--- src/rtl/pgwalk_pkg.sv ---
package pgwalk_pkg;

    localparam int VA_W    = 39;
    localparam int PA_W    = 56;
    localparam int PTE_W   = 64;
    localparam int OFS_W   = 12;
    localparam int IDX_W   = 9;
    localparam int NLVL    = 3;
    localparam int PPN_W   = PA_W - OFS_W;
    localparam int VPN_W   = VA_W - OFS_W;
    localparam int LVL_W   = $clog2(NLVL);
    localparam int PTE_SH  = $clog2(PTE_W / 8);
    localparam int RSVD_W  = PTE_W - PPN_W - 10;

    typedef enum logic [1:0] {
        ACC_LOAD  = 2'd0,
        ACC_STORE = 2'd1,
        ACC_FETCH = 2'd2
    } acc_e;

    typedef enum logic [2:0] {
        FLT_NONE     = 3'd0,
        FLT_ACCESS   = 3'd1,
        FLT_INVALID  = 3'd2,
        FLT_MISALIGN = 3'd3,
        FLT_PERM     = 3'd4
    } flt_e;

    typedef struct packed {
        logic [RSVD_W-1:0] rsvd;
        logic [PPN_W-1:0]  ppn;
        logic [1:0]        sw;
        logic              d;
        logic              a;
        logic              g;
        logic              u;
        logic              x;
        logic              w;
        logic              r;
        logic              v;
    } pte_t;

    typedef enum logic [1:0] {
        ST_IDLE  = 2'd0,
        ST_ISSUE = 2'd1,
        ST_WAIT  = 2'd2,
        ST_DONE  = 2'd3
    } wstate_e;

    typedef struct packed {
        logic [PA_W-1:0]  paddr;
        logic [PTE_W-1:0] pte;
        logic [PA_W-1:0]  pte_addr;
        logic [LVL_W-1:0] level;
        logic             global_f;
    } walk_res_t;

    function automatic logic [PPN_W-1:0] low_mask(input logic [LVL_W-1:0] lvl);
        logic [PPN_W-1:0] m;
        for (int i = 0; i < PPN_W; i++) begin
            m[i] = (i < int'(lvl) * IDX_W);
        end
        return m;
    endfunction

    function automatic logic entry_invalid(input logic v, input logic r, input logic w);
        return !v || (w && !r);
    endfunction

    function automatic logic entry_is_ptr(input logic r, input logic w, input logic x);
        return !r && !w && !x;
    endfunction

endpackage

--- src/rtl/pgwalk_index.sv ---
module pgwalk_index
    import pgwalk_pkg::*;
(
    input  logic [VPN_W-1:0] vpn,
    input  logic [LVL_W-1:0] level,
    input  logic [PA_W-1:0]  base,
    output logic [PA_W-1:0]  pte_addr
);
    localparam int PAD_W = PA_W - IDX_W - PTE_SH;

    logic [IDX_W-1:0] slice [NLVL];
    logic [IDX_W-1:0] idx;

    for (genvar g = 0; g < NLVL; g++) begin : g_slice
        assign slice[g] = vpn[g*IDX_W +: IDX_W];
    end

    always_comb begin
        idx = '0;
        for (int i = 0; i < NLVL; i++) begin
            if (level == i[LVL_W-1:0]) idx = slice[i];
        end
    end

    assign pte_addr = base + {{PAD_W{1'b0}}, idx, {PTE_SH{1'b0}}};
endmodule

--- src/rtl/pgwalk_perm.sv ---
module pgwalk_perm
    import pgwalk_pkg::*;
(
    input  logic       pr,
    input  logic       pw,
    input  logic       px,
    input  logic       pu,
    input  logic [1:0] acc,
    input  logic       sup,
    input  logic       mxr,
    input  logic       sum,
    output logic       ok
);
    logic priv_ok;
    logic right_ok;

    always_comb begin
        if (!sup) priv_ok = pu;
        else if (pu) priv_ok = sum && (acc != ACC_FETCH);
        else priv_ok = 1'b1;
    end

    always_comb begin
        unique case (acc)
            ACC_LOAD:  right_ok = pr || (px && mxr);
            ACC_STORE: right_ok = pw;
            ACC_FETCH: right_ok = px;
            default:   right_ok = 1'b0;
        endcase
    end

    assign ok = priv_ok && right_ok;
endmodule

--- src/rtl/pgwalk_leaf.sv ---
module pgwalk_leaf
    import pgwalk_pkg::*;
(
    input  logic [PPN_W-1:0] ppn,
    input  logic [VPN_W-1:0] vpn,
    input  logic [OFS_W-1:0] ofs,
    input  logic [LVL_W-1:0] level,
    output logic             misaligned,
    output logic [PA_W-1:0]  paddr
);
    logic [PPN_W-1:0] mask;
    logic [PPN_W-1:0] vpn_ext;

    assign mask       = low_mask(level);
    assign vpn_ext    = {{(PPN_W-VPN_W){1'b0}}, vpn};
    assign misaligned = |(ppn & mask);
    assign paddr      = {ppn | (vpn_ext & mask), ofs};
endmodule

--- src/rtl/pgwalk_top.sv ---
module pgwalk_top
    import pgwalk_pkg::*;
(
    input  logic             clk,
    input  logic             rst,
    input  logic             req_valid,
    input  logic [VA_W-1:0]  req_vaddr,
    input  logic [1:0]       req_acc,
    input  logic             req_priv,
    input  logic             req_mxr,
    input  logic             req_sum,
    input  logic [PA_W-1:0]  root_base,
    input  logic [LVL_W-1:0] start_lvl,
    output logic             busy,
    output logic             mem_req_valid,
    output logic [PA_W-1:0]  mem_req_addr,
    input  logic             mem_rsp_valid,
    input  logic [PTE_W-1:0] mem_rsp_data,
    input  logic             mem_rsp_err,
    output logic             done,
    output logic             fault,
    output logic [2:0]       fault_code,
    output logic [PA_W-1:0]  res_paddr,
    output logic [PTE_W-1:0] res_pte,
    output logic [PA_W-1:0]  res_pte_addr,
    output logic [LVL_W-1:0] res_level,
    output logic             res_global
);
    wstate_e          state_q;
    logic [VPN_W-1:0] vpn_q;
    logic [OFS_W-1:0] ofs_q;
    logic [1:0]       acc_q;
    logic             sup_q, mxr_q, sum_q;
    logic [PA_W-1:0]  base_q;
    logic [LVL_W-1:0] lvl_q;
    logic             glob_q;
    walk_res_t        res_q;
    flt_e             code_q;

    pte_t             ent;
    logic [PA_W-1:0]  cur_addr;
    logic             perm_ok;
    logic             mis;
    logic [PA_W-1:0]  leaf_pa;
    logic             glob_nx;
    logic             descend;
    flt_e             step_code;

    assign ent     = pte_t'(mem_rsp_data);
    assign glob_nx = glob_q | ent.g;

    pgwalk_index u_index (
        .vpn      (vpn_q),
        .level    (lvl_q),
        .base     (base_q),
        .pte_addr (cur_addr)
    );

    pgwalk_perm u_perm (
        .pr  (ent.r),
        .pw  (ent.w),
        .px  (ent.x),
        .pu  (ent.u),
        .acc (acc_q),
        .sup (sup_q),
        .mxr (mxr_q),
        .sum (sum_q),
        .ok  (perm_ok)
    );

    pgwalk_leaf u_leaf (
        .ppn        (ent.ppn),
        .vpn        (vpn_q),
        .ofs        (ofs_q),
        .level      (lvl_q),
        .misaligned (mis),
        .paddr      (leaf_pa)
    );

    // Classify the returned entry; priority: access, invalid, pointer, permission, alignment.
    always_comb begin
        descend   = 1'b0;
        step_code = FLT_NONE;
        if (mem_rsp_err) begin
            step_code = FLT_ACCESS;
        end else if (entry_invalid(ent.v, ent.r, ent.w)) begin
            step_code = FLT_INVALID;
        end else if (entry_is_ptr(ent.r, ent.w, ent.x)) begin
            if (lvl_q == '0) step_code = FLT_INVALID;
            else descend = 1'b1;
        end else if (!perm_ok) begin
            step_code = FLT_PERM;
        end else if (mis) begin
            step_code = FLT_MISALIGN;
        end
    end

    always_ff @(posedge clk) begin
        if (rst) begin
            state_q <= ST_IDLE;
            vpn_q   <= '0;
            ofs_q   <= '0;
            acc_q   <= '0;
            sup_q   <= 1'b0;
            mxr_q   <= 1'b0;
            sum_q   <= 1'b0;
            base_q  <= '0;
            lvl_q   <= '0;
            glob_q  <= 1'b0;
            res_q   <= '0;
            code_q  <= FLT_NONE;
        end else begin
            unique case (state_q)
                ST_IDLE: begin
                    if (req_valid) begin
                        vpn_q   <= req_vaddr[VA_W-1:OFS_W];
                        ofs_q   <= req_vaddr[OFS_W-1:0];
                        acc_q   <= req_acc;
                        sup_q   <= req_priv;
                        mxr_q   <= req_mxr;
                        sum_q   <= req_sum;
                        base_q  <= root_base;
                        lvl_q   <= start_lvl;
                        glob_q  <= 1'b0;
                        state_q <= ST_ISSUE;
                    end
                end
                ST_ISSUE: begin
                    state_q <= ST_WAIT;
                end
                ST_WAIT: begin
                    if (mem_rsp_valid) begin
                        if (descend) begin
                            base_q  <= {ent.ppn, {OFS_W{1'b0}}};
                            lvl_q   <= lvl_q - 1'b1;
                            glob_q  <= glob_nx;
                            state_q <= ST_ISSUE;
                        end else begin
                            code_q <= step_code;
                            if (step_code == FLT_NONE) begin
                                res_q.paddr    <= leaf_pa;
                                res_q.pte      <= mem_rsp_data;
                                res_q.pte_addr <= cur_addr;
                                res_q.level    <= lvl_q;
                                res_q.global_f <= glob_nx;
                            end else begin
                                res_q <= '0;
                            end
                            state_q <= ST_DONE;
                        end
                    end
                end
                ST_DONE: begin
                    state_q <= ST_IDLE;
                end
                default: state_q <= ST_IDLE;
            endcase
        end
    end

    assign busy          = (state_q != ST_IDLE);
    assign mem_req_valid = (state_q == ST_ISSUE);
    assign mem_req_addr  = cur_addr;
    assign done          = (state_q == ST_DONE);
    assign fault         = (code_q != FLT_NONE);
    assign fault_code    = code_q;
    assign res_paddr     = res_q.paddr;
    assign res_pte       = res_q.pte;
    assign res_pte_addr  = res_q.pte_addr;
    assign res_level     = res_q.level;
    assign res_global    = res_q.global_f;
endmodule

--- config.mk ---
export PLATFORM = sky130hd
export DESIGN_NAME = pgwalk_top
export DESIGN_NICKNAME = d
export VERILOG_FILES = /design/src/rtl/pgwalk_pkg.sv /design/src/rtl/pgwalk_index.sv /design/src/rtl/pgwalk_perm.sv /design/src/rtl/pgwalk_leaf.sv /design/src/rtl/pgwalk_top.sv
export SDC_FILE = /design/constraint.sdc
export NUM_CORES = 1
export LEC_CHECK = 0
export ABC_AREA = 1
export BUFFER_PORTS_ARGS = -buffer_cell sky130_fd_sc_hd__buf_2
export CORE_AREA = 2 2 160 162
export DETAILED_ROUTE_END_ITERATION = 8
export DIE_AREA = 0 0 162 164
export MAX_ROUTING_LAYER = met4
export PLACE_DENSITY = 0.82
export REMOVE_ABC_BUFFERS = 1
export SETUP_SLACK_MARGIN = 0.02
export SLEW_MARGIN = 30
export SYNTH_ARGS = -nofsm -noshare
export SYNTH_HDL_FRONTEND = slang
export SYNTH_SLANG_ARGS = --single-unit
--- constraint.sdc ---
create_clock -name clk -period 9.89 [get_ports clk]
set_clock_uncertainty 0.15 [all_clocks]
set_input_delay 1.978 -clock clk [delete_from_list [all_inputs] [get_ports clk]]
set_output_delay 1.978 -clock clk [all_outputs]
set_load 0.05 [all_outputs]
==> results of run 1 <==
registers in the layout (all words and copies together), names as in the netlist:
register,flops
sup_q,1
res_pte_addr,56
res_pte,48
res_level,2
state_q,2
sum_q,1
fault_code,3
lvl_q,2
glob_q,1
ofs_q,12
res_global,1
mxr_q,1
base_q,56
acc_q,2
res_paddr,55
vpn_q,27
worst max path at each step:
stage                   from  cells past startpoint                to  slack, ns
floorplan           lvl_q[1]                     15  mem_req_addr[13]       4.30
global placement    lvl_q[1]                     16  mem_req_addr[19]       3.96
detailed placement  lvl_q[1]                     16  mem_req_addr[19]       3.85
CTS                 lvl_q[1]                     16  mem_req_addr[19]       3.24
global route        lvl_q[1]                     16  mem_req_addr[19]       2.95
finish              lvl_q[1]                     16  mem_req_addr[19]       3.21
synth_stat cells (all sizes together):
cell	number	area share [%]
a31oi	47	2.3
nand3b	11	0.63
nand4	20	0.96
a211oi	1	0.058
nor2	159	4.6
xor2	21	1.4
o21a	1	0.058
o21ai	110	4.2
clkbuf	86	2.5
or2	1	0.048
o211ai	1	0.058
a21boi	1	0.058
o21bai	2	0.12
a21oi	183	7.1
inv	155	4.5
xnor2	2	0.13
nor3	21	0.81
and2	4	0.19
and3	2	0.096
nand2	687	20
buf	42	2.3
ha	14	1.3
fa	1	0.15
nand3	131	5.0
dfxtp	270	42
metrics by stage:
stage	hold slack, ns	setup slack, ns	area [um^2]	util (%)	std cells
2_1_floorplan	0.2846	4.304	12390	-	1845
3_3_place_gp	0.2984	3.959	14960	60.28	2597
3_5_place_dp	0.3027	3.853	14970	60.30	2597
4_1_cts	0.3119	3.241	15850	63.84	2646
5_1_grt	0.3270	2.950	15870	63.94	2656
6_report	0.3090	3.208	15870	63.95	2657
critical path, stage by stage, from the launching register on:
cell and delay [ns]:
dfxtp_1 0.42, inv_1 0.15, ha_1 0.60, inv_2 0.27, o21ai_0 0.23, o211ai_1 0.10
and2_1 0.18, fa_1 0.44, inv_1 0.09, nand3_1 0.07, nand3_1 0.19, nand2_1 0.08
nand3_1 0.18, nand2_1 0.07, nand2_1 0.24, xor2_1 0.35, buf_2 0.34
final cells by class:
type | instances | area (um^2)
fillers | 2322 | 8946
diodes | 11 | 27.53
clock buffers | 41 | 810.8
flip-flops and latches | 270 | 5405
well taps | 330 | 412.9
clock inverters | 8 | 67.56
inverters | 155 | 586.8
repair buffers | 422 | 2143
multi-input cells | 1420 | 6419
power breakdown:
| group | switching, mW | internal, mW | total (mW) |
|---|---|---|---|
| logic | 0.550 | 0.176 | 0.726 |
| clock network | 0.430 | 0.590 | 1.02 |
| registers | 0.0834 | 1.15 | 1.24 |
| total | 1.06 | 1.92 | 2.98 |
routing by layer:
metal	GRT usage [%]	part of all wire [%]
met2	55.16	47
met4	14.08	4.0
met5	-	0
met1	42.40	41
met3	5.429	7.6
cell usage in the layout, fill, tap and decap left out, types with 2 or more instances in the layout:
master / instances
and3_1: 2
xor2_1: 21
inv_2: 2
ha_1: 14
nand3_1: 131
o21ai_0: 109
nor2_1: 158
a21oi_1: 182
nand2_1: 685
dfxtp_1: 270
inv_1: 149
clkbuf_16: 29
xnor2_1: 2
nor3_1: 21
buf_2: 411
clkbuf_8: 4
o21bai_1: 2
buf_4: 10
clkbuf_1: 8
and2_1: 4
nand3b_1: 11
diode_2: 11
a31oi_1: 47
nand4_1: 20
clkinv_2: 8
kinds of logic (layout without fill, tap and decap cells):
group	Yosys count	in the layout	synth area share [%]
flip-flops	270	270	41.56
adder cells (fa/ha/maj)	15	15	1.501
AO/OA/AOI/OAI	346	346	13.97
AND/OR/NAND/NOR	1036	1036	32.20
other	0	11	0
XOR/XNOR	23	23	1.549
buffers and inverters	283	626	9.217
==> flow_summary.yaml, run 1 <==
cts:
  cts_buffer_depth: 3
  cts.sinks: 270
  cts.htree.levels: 1
  cts_buffers: 28
  cts_tree: "built"
  cts_hold_buf: 0
  cts_root_buf: "clkbuf_16"
  clk_pin_slew_worst_paths_ns: 0.06
  cts_resized: 0
  cts_setup_buffers: 0
  worstSkewPairLatency_ns: 0.54
flow_run:
  drv_cap: 0
sta:
  rsz0062_at_grt: "false"
  slew_headroom_pct: 33.06
  period_needed_ns: 6.682
  hold_viol: 0
  tightest_slew_ns: 1.004
  slew_viol_final: 0
  setup_tns_ns: 0
  finalSetupViolations: 0
  period_share_pct: 67.56
  fmax_mhz: 149.7
grt:
  grt_use_total_pct: 33.99
  antenna_found_initial: 10
  grt_pass1_vias: 13290
  grt_first_pass_wirelength_mm: 70.06
  grt_max_degree: 103
  grt_overflow: 0
die:
  coreArea_um2: 24820
  die_area_um2: 26570
  pin_count: 413
  rows: 58
  start_util_pct: 52.40
  die_w_um: 162
  die_h_um: 164
drt:
  dr.pass1.iters: 6
  totalWireLength_mm: 45.71
  postRouteAntennaNets: 0
  vias: 14450
  vias_per_cell: 5.438
  drt_iter0_drc: 1241
  drcViolationCount: 0
  wl_per_cell_um: 17.20
power:
  p_leak_nw: 7.833
  design_power_total_mw: 2.982
  ir_worst_vdd_mv: 0.1659
  power_density_nw_per_um2: 187.9
setup_path:
  rr_worst_depth: 12
  r2r_slack_ns: 5.58
  r2r-start: "state_q[1]"
  crit_type: "flip-flop to output pin"
  cp-end-kind: "output pin"
  critPathArrivalTime_ns: 4.55
  worstPathRequired_ns: 7.76
  crit_fanout: 19
  start_kind: "flip-flop"
  reg2reg_to: "res_pte_addr[38]"
synthesis:
  yosysSeqAreaShare_pct: 41.56
  synth_area_um2: 13000
  synthesis.instances: 1973
  yosysWarnings: 0
  synth_seq_cells: 270
  synth_cell_types: 31
  synth_area_per_cell_um2: 6.591
placed_design:
  place_congestion: 0.9434
  io_buffers: 412
  dp_hpwl_mm: 33.87
hold_path:
  whs_endpoint: "res_pte[7]"
  whs_path_depth: 2
  hold_class: "flip-flop to flip-flop"
  hold_start: "res_pte[7]"
run_status:
  run_status: "finished, final reports clean"
finish:
  layout-drive-gt1-share_pct: 20.42
  area_delta_synth_final_pct: 22.05
  nNetsFinal: 2483
(Power assumes the default switching activity.)
==> run 2, diff against run 1 <==
--- a/config.mk
+++ b/config.mk
@@ -7,11 +7,11 @@
 export LEC_CHECK = 0
 export ABC_AREA = 1
 export BUFFER_PORTS_ARGS = -buffer_cell sky130_fd_sc_hd__buf_2
-export CORE_AREA = 2 2 160 162
+export CORE_MARGIN = 2
+export CORE_UTILIZATION = 47
 export DETAILED_ROUTE_END_ITERATION = 8
-export DIE_AREA = 0 0 162 164
 export MAX_ROUTING_LAYER = met4
-export PLACE_DENSITY = 0.82
+export PLACE_DENSITY = 0.78
 export REMOVE_ABC_BUFFERS = 1
 export SETUP_SLACK_MARGIN = 0.02
 export SLEW_MARGIN = 30
==> constraint.sdc (replaced) <==
create_clock -name clk -period 6.03 [get_ports clk]
set_clock_uncertainty 0.15 [all_clocks]
set_input_delay 1.206 -clock clk [delete_from_list [all_inputs] [get_ports clk]]
set_output_delay 1.206 -clock clk [all_outputs]
set_load 0.05 [all_outputs]
==> run 2 against run 1 <==
Die area increased by 9.2%. Clock power increased by 87%. Core utilization decreased by 4.5 points. First-iteration DRC count decreased by 22%. Setup slack got worse by 2.9 ns. Wire length increased by 1.3%. Largest cell class unchanged. Largest power group unchanged.
==> flow_summary.yaml, run 2 (same netlist as run 1, synthesis figures left out) <==
run_status:
  run_status: "finished, final reports clean"
cts:
  cts_tree: "built"
  cts_buffer_depth: 3
  clk_pin_slew_worst_paths_ns: 0.06
  worstSkewPairLatency_ns: 0.57
  cts_buffers: 30
  cts.htree.levels: 1
  cts_hold_buf: 0
  cts_root_buf: "clkbuf_16"
  cts.sinks: 270
finish:
  final_common_cell: "nand2_1"
  area_delta_synth_final_pct: 23.64
  layout-drive-gt1-share_pct: 20.94
  design_area_um2: 16080
  fin_cells: 2676
  final_cell_mix: "685 x nand2_1, 411 x buf_2, 269 x dfxtp_1"
  nNetsFinal: 2489
power:
  p_leak_nw: 7.933
  power_density_nw_per_um2: 318.8
  ir_worst_vdd_mv: 0.2299
  design_power_total_mw: 5.126
sta:
  hold_viol: 0
  finalSetupViolations: 0
  fmax_mhz: 176.2
  period_needed_ns: 5.676
  slew_viol_final: 0
  tightest_slew_ns: 0.8676
  period_share_pct: 94.12
  slew_headroom_pct: 42.16
  rsz0062_at_grt: "false"
  whs_ns: 0.3086
  setup_tns_ns: 0
setup_path:
  worstPathRequired_ns: 4.67
  r2r_slack_ns: 2.15
  crit_fanout: 10
  cp-end-kind: "output pin"
  crit_type: "flip-flop to output pin"
  critPathArrivalTime_ns: 4.32
  start_kind: "flip-flop"
drt:
  drt_iter0_drc: 965
  wl_per_cell_um: 17.30
  postRouteAntennaNets: 0
  vias: 14280
  dr.pass1.iters: 7
  drcViolationCount: 0
  totalWireLength_mm: 46.29
  vias_per_cell: 5.335
grt:
  grt_first_pass_wirelength_mm: 70.26
  grt_overflow: 0
  grt_pass1_vias: 13240
  grt_use_total_pct: 31.63
  grt_max_degree: 88
  antenna_found_initial: 9
die:
  coreArea_um2: 27030
  die_h_um: 170.3
  rows: 60
  start_util_pct: 48.12
  pin_count: 413
  die_area_um2: 29020
  die_w_um: 170.3
placed_design:
  dp_hpwl_mm: 34.76
  place_area_um2: 15020
  io_buffers: 412
  place_congestion: 0.9913
  placed_cells: 2612
flow_run:
  drv_cap: 0
hold_path:
  hold_class: "flip-flop to flip-flop"
[run 2: critical path, stage by stage, from the launching register on]
cell     delay, ns
dfxtp_1       0.43
inv_1         0.11
ha_1          0.31
inv_1         0.23
o21ai_0       0.12
o21ai_0       0.24
ha_1          0.25
inv_1         0.07
fa_1          0.41
inv_1         0.09
nand3_1       0.07
nand3_1       0.18
nand2_1       0.08
nand3_1       0.18
nand2_1       0.07
nand2_1       0.24
xor2_1        0.32
buf_2         0.33
[run 2: final cells by class]
type / instances / area [um^2]
fill: 2673 / 10950
timing repair buffer: 426 / 2186
antenna: 9 / 22.52
sequential: 270 / 5406
inverter: 155 / 586.8
tap: 341 / 426.7
multi-input combinational: 1420 / 6416
clock inverter: 14 / 202.7
clock buffer: 41 / 832.0
[run 2: through the flow]
step | util [%] | setup WS [ns]
3_3_place_gp | 55.57 | 0.8475
5_1_grt | 59.50 | 0.02397
6_report | 59.50 | 0.3544
4_1_cts | 59.40 | 0.1250
2_1_floorplan | - | 0.6448
3_5_place_dp | 55.57 | 0.7448
[run 2: metal layers]
layer | track usage [%] | share of wire (%)
met5 | - | 0
met4 | 11.52 | 3.7
met3 | 4.860 | 7.1
met2 | 53.00 | 48
met1 | 38.66 | 41
[run 2: worst paths after layout]
path	startpoint	endpoint	depth (start not counted)
setup / recovery	lvl_q[0]	mem_req_addr[19]	17
hold / removal	ofs_q[6]	res_paddr[6]	2
setup reg to reg	lvl_q[0]	res_pte_addr[15]	18
hold reg to reg	ofs_q[6]	res_paddr[6]	2
[run 2: power by group]
part	switching, mW	leakage [nW]	internal (mW)	total [mW]
Combinational	0.901	5.22	0.293	1.19
Clock	0.769	0.511	1.14	1.91
Sequential	0.132	2.20	1.89	2.02
[run 2: what timing repair did]
item / CTS / global route
resized for setup: 0 / 3
buffers inserted: 0 / 0
endpoints found under the setup margin: 0 / 25
==> run 3, diff against run 2 <==
--- a/config.mk
+++ b/config.mk
@@ -7,7 +7,6 @@
 export LEC_CHECK = 0
 export ABC_AREA = 1
 export BUFFER_PORTS_ARGS = -buffer_cell sky130_fd_sc_hd__buf_2
-export CORE_MARGIN = 2
 export CORE_UTILIZATION = 47
 export DETAILED_ROUTE_END_ITERATION = 8
 export MAX_ROUTING_LAYER = met4
==> run 3 against run 2 <==
Hold slack is essentially flat. Non-clock buffer count shrank 3. Sequential power is essentially flat.
==> flow_summary.yaml, run 3 (same netlist as run 1, synthesis figures left out) <==
power:
  clock_power_share_pct: 34.2
  p_leak_nw: 7.838
  ir_worst_vdd_mv: 0.2027
  power_density_nw_per_um2: 307.8
  intPower_mw: 3.140
  p_switching_mw: 1.757
  p_comb_share_pct: 24.5
  p_seq_share_pct: 41.3
  switching_share_pct: 35.88
cts:
  cts_setup_buffers: 0
  cts_tree: "built"
  cts_buffer_depth: 3
  cts_buffers: 28
  worstSkewPairLatency_ns: 0.55
  cts.htree.levels: 1
  cts_root_buf: "clkbuf_16"
  clk_pin_slew_worst_paths_ns: 0.06
  cts.sinks: 270
  cts_resized: 0
  cts_hold_buf: 0
drt:
  wl_per_cell_um: 17.30
  wl_met1_mm: 19.58
  postRouteAntennaNets: 0
  route.met2.wl_mm: 22.13
  totalWireLength_mm: 46.13
  vias_per_cell: 5.309
  maxUsedRoutingLayer: "met4"
  drcViolationCount: 0
  dr.pass1.iters: 7
  drt_iter0_drc: 1037
  vias: 14160
  route.met3.wl_mm: 2.990
setup_path:
  slowest_delay_ns: 0.44
  crit_type: "flip-flop to output pin"
  start_kind: "flip-flop"
  cp-end-kind: "output pin"
  crit_family: "adder cells"
  crit_path_cell_trace: "inv_1 -> ha_1 -> inv_1 -> o21ai_0 -> o21ai_0 -> ha_1 -> inv_1 -> fa_1 -> inv_1 -> nand3_1 -> nand3_1 -> nand2_1 -> nand3_1 -> nand2_1 -> nand2_1 -> xor2_1 -> buf_2"
  critPathMostFrequentCell: "inv_1"
  crit_fanout: 10
  critPathArrivalTime_ns: 4.19
  worstPathRequired_ns: 4.67
  crit_buf_inv: 5
  critPathSlowestCell: "dfxtp_1"
sta:
  tightest_slew_ns: 0.9552
  period_needed_ns: 5.541
  hold_viol: 0
  slew_headroom_pct: 36.32
  period_share_pct: 91.89
  slew_viol_final: 0
  setup_tns_ns: 0
  finalSetupViolations: 0
  whs_ns: 0.3090
  rsz0062_at_grt: "false"
  fmax_mhz: 180.5
placed_design:
  place_area_um2: 15000
  io_buffers: 412
  place_congestion: 0.9595
  dp_hpwl_mm: 34.50
finish:
  area_delta_synth_final_pct: 22.33
  layout-drive-gt1-share_pct: 20.53
  final_common_cell: "nand2_1"
  design_area_um2: 15910
  final_cell_mix: "685 x nand2_1, 411 x buf_2, 269 x dfxtp_1"
  nNetsFinal: 2484
  fillers: 2696
grt:
  grt_overflow: 0
  grt_pass1_vias: 13450
  grt_max_degree: 107
  grt_first_pass_wirelength_mm: 71.85
  grt_use_total_pct: 32.83
  antenna_found_initial: 7
die:
  start_util_pct: 48.12
  coreArea_um2: 27030
  rows: 60
  die_area_um2: 28340
  pin_count: 413
  die_h_um: 168.3
  die_w_um: 168.3
flow_run:
  drv_cap: 0
hold_path:
  hold_class: "flip-flop to flip-flop"
run_status:
  run_status: "finished, final reports clean"
## run 3: final cells by class
cell class,count,area (um^2),area share (%)
multi-input cells,1420,6414,40.31
flip-flops and latches,270,5406,33.98
repair buffers,423,2163,13.60
clock buffers,45,844.6,5.309
inverters,155,590.6,3.712
well taps,341,426.7,2.682
clock inverters,6,46.29,0.2910
diodes,7,17.52,0.1101
## run 3: through the flow
step / util [%] / cells / worst slack (ns) / total power [mW]
2_1_floorplan: - / 1845 / 0.6448 / 2.805
3_3_place_gp: 55.49 / 2609 / 1.058 / 3.239
3_5_place_dp: 55.50 / 2609 / 0.9035 / 3.252
4_1_cts: 58.80 / 2660 / 0.3137 / 4.914
5_1_grt: 58.87 / 2667 / 0.1241 / 5.104
6_report: 58.87 / 2667 / 0.4888 / 4.897
## run 3: power by group through the flow
| stage | combinational, mW | sequential, mW | clock [mW] |
|---|---|---|---|
| CTS | 1.19 | 2.02 | 1.70 |
| global route | 1.30 | 2.04 | 1.77 |
| detailed placement | 1.19 | 2.06 | 0 |
| floorplan | 0.770 | 2.03 | 0 |
| global placement | 1.18 | 2.06 | 0 |
| finish | 1.20 | 2.02 | 1.67 |
## run 3: final timing paths
check	startpoint	endpoint	slack, ns	cells past startpoint
worst max-delay path	lvl_q[0]	mem_req_addr[19]	0.49	17
worst min-delay path	ofs_q[6]	res_paddr[6]	0.31	2
worst max register to register	lvl_q[0]	res_pte_addr[40]	2.09	13
worst min register to register	ofs_q[6]	res_paddr[6]	0.31	2
## run 3: worst register-to-register path, stage by stage (launching register included)
cell and delay [ns]:
dfxtp_1 0.37, ha_1 0.46, nand2_1 0.15, nand2_1 0.06, nor2_1 0.13, nand2_1 0.07
nor2_1 0.24, nand2_1 0.19, a21oi_4 0.15, buf_4 0.44, nand2_1 0.31, inv_6 0.61
nand2_1 0.35, a21oi_1 0.18
## run 3: per-layer routing
metal / vias to the layer above / track usage [%]
met3: 88 / 5.383
met2: 514 / 55.24
li1: 6983 / -
met5: - / -
met4: 0 / 9.763
met1: 6573 / 40.32
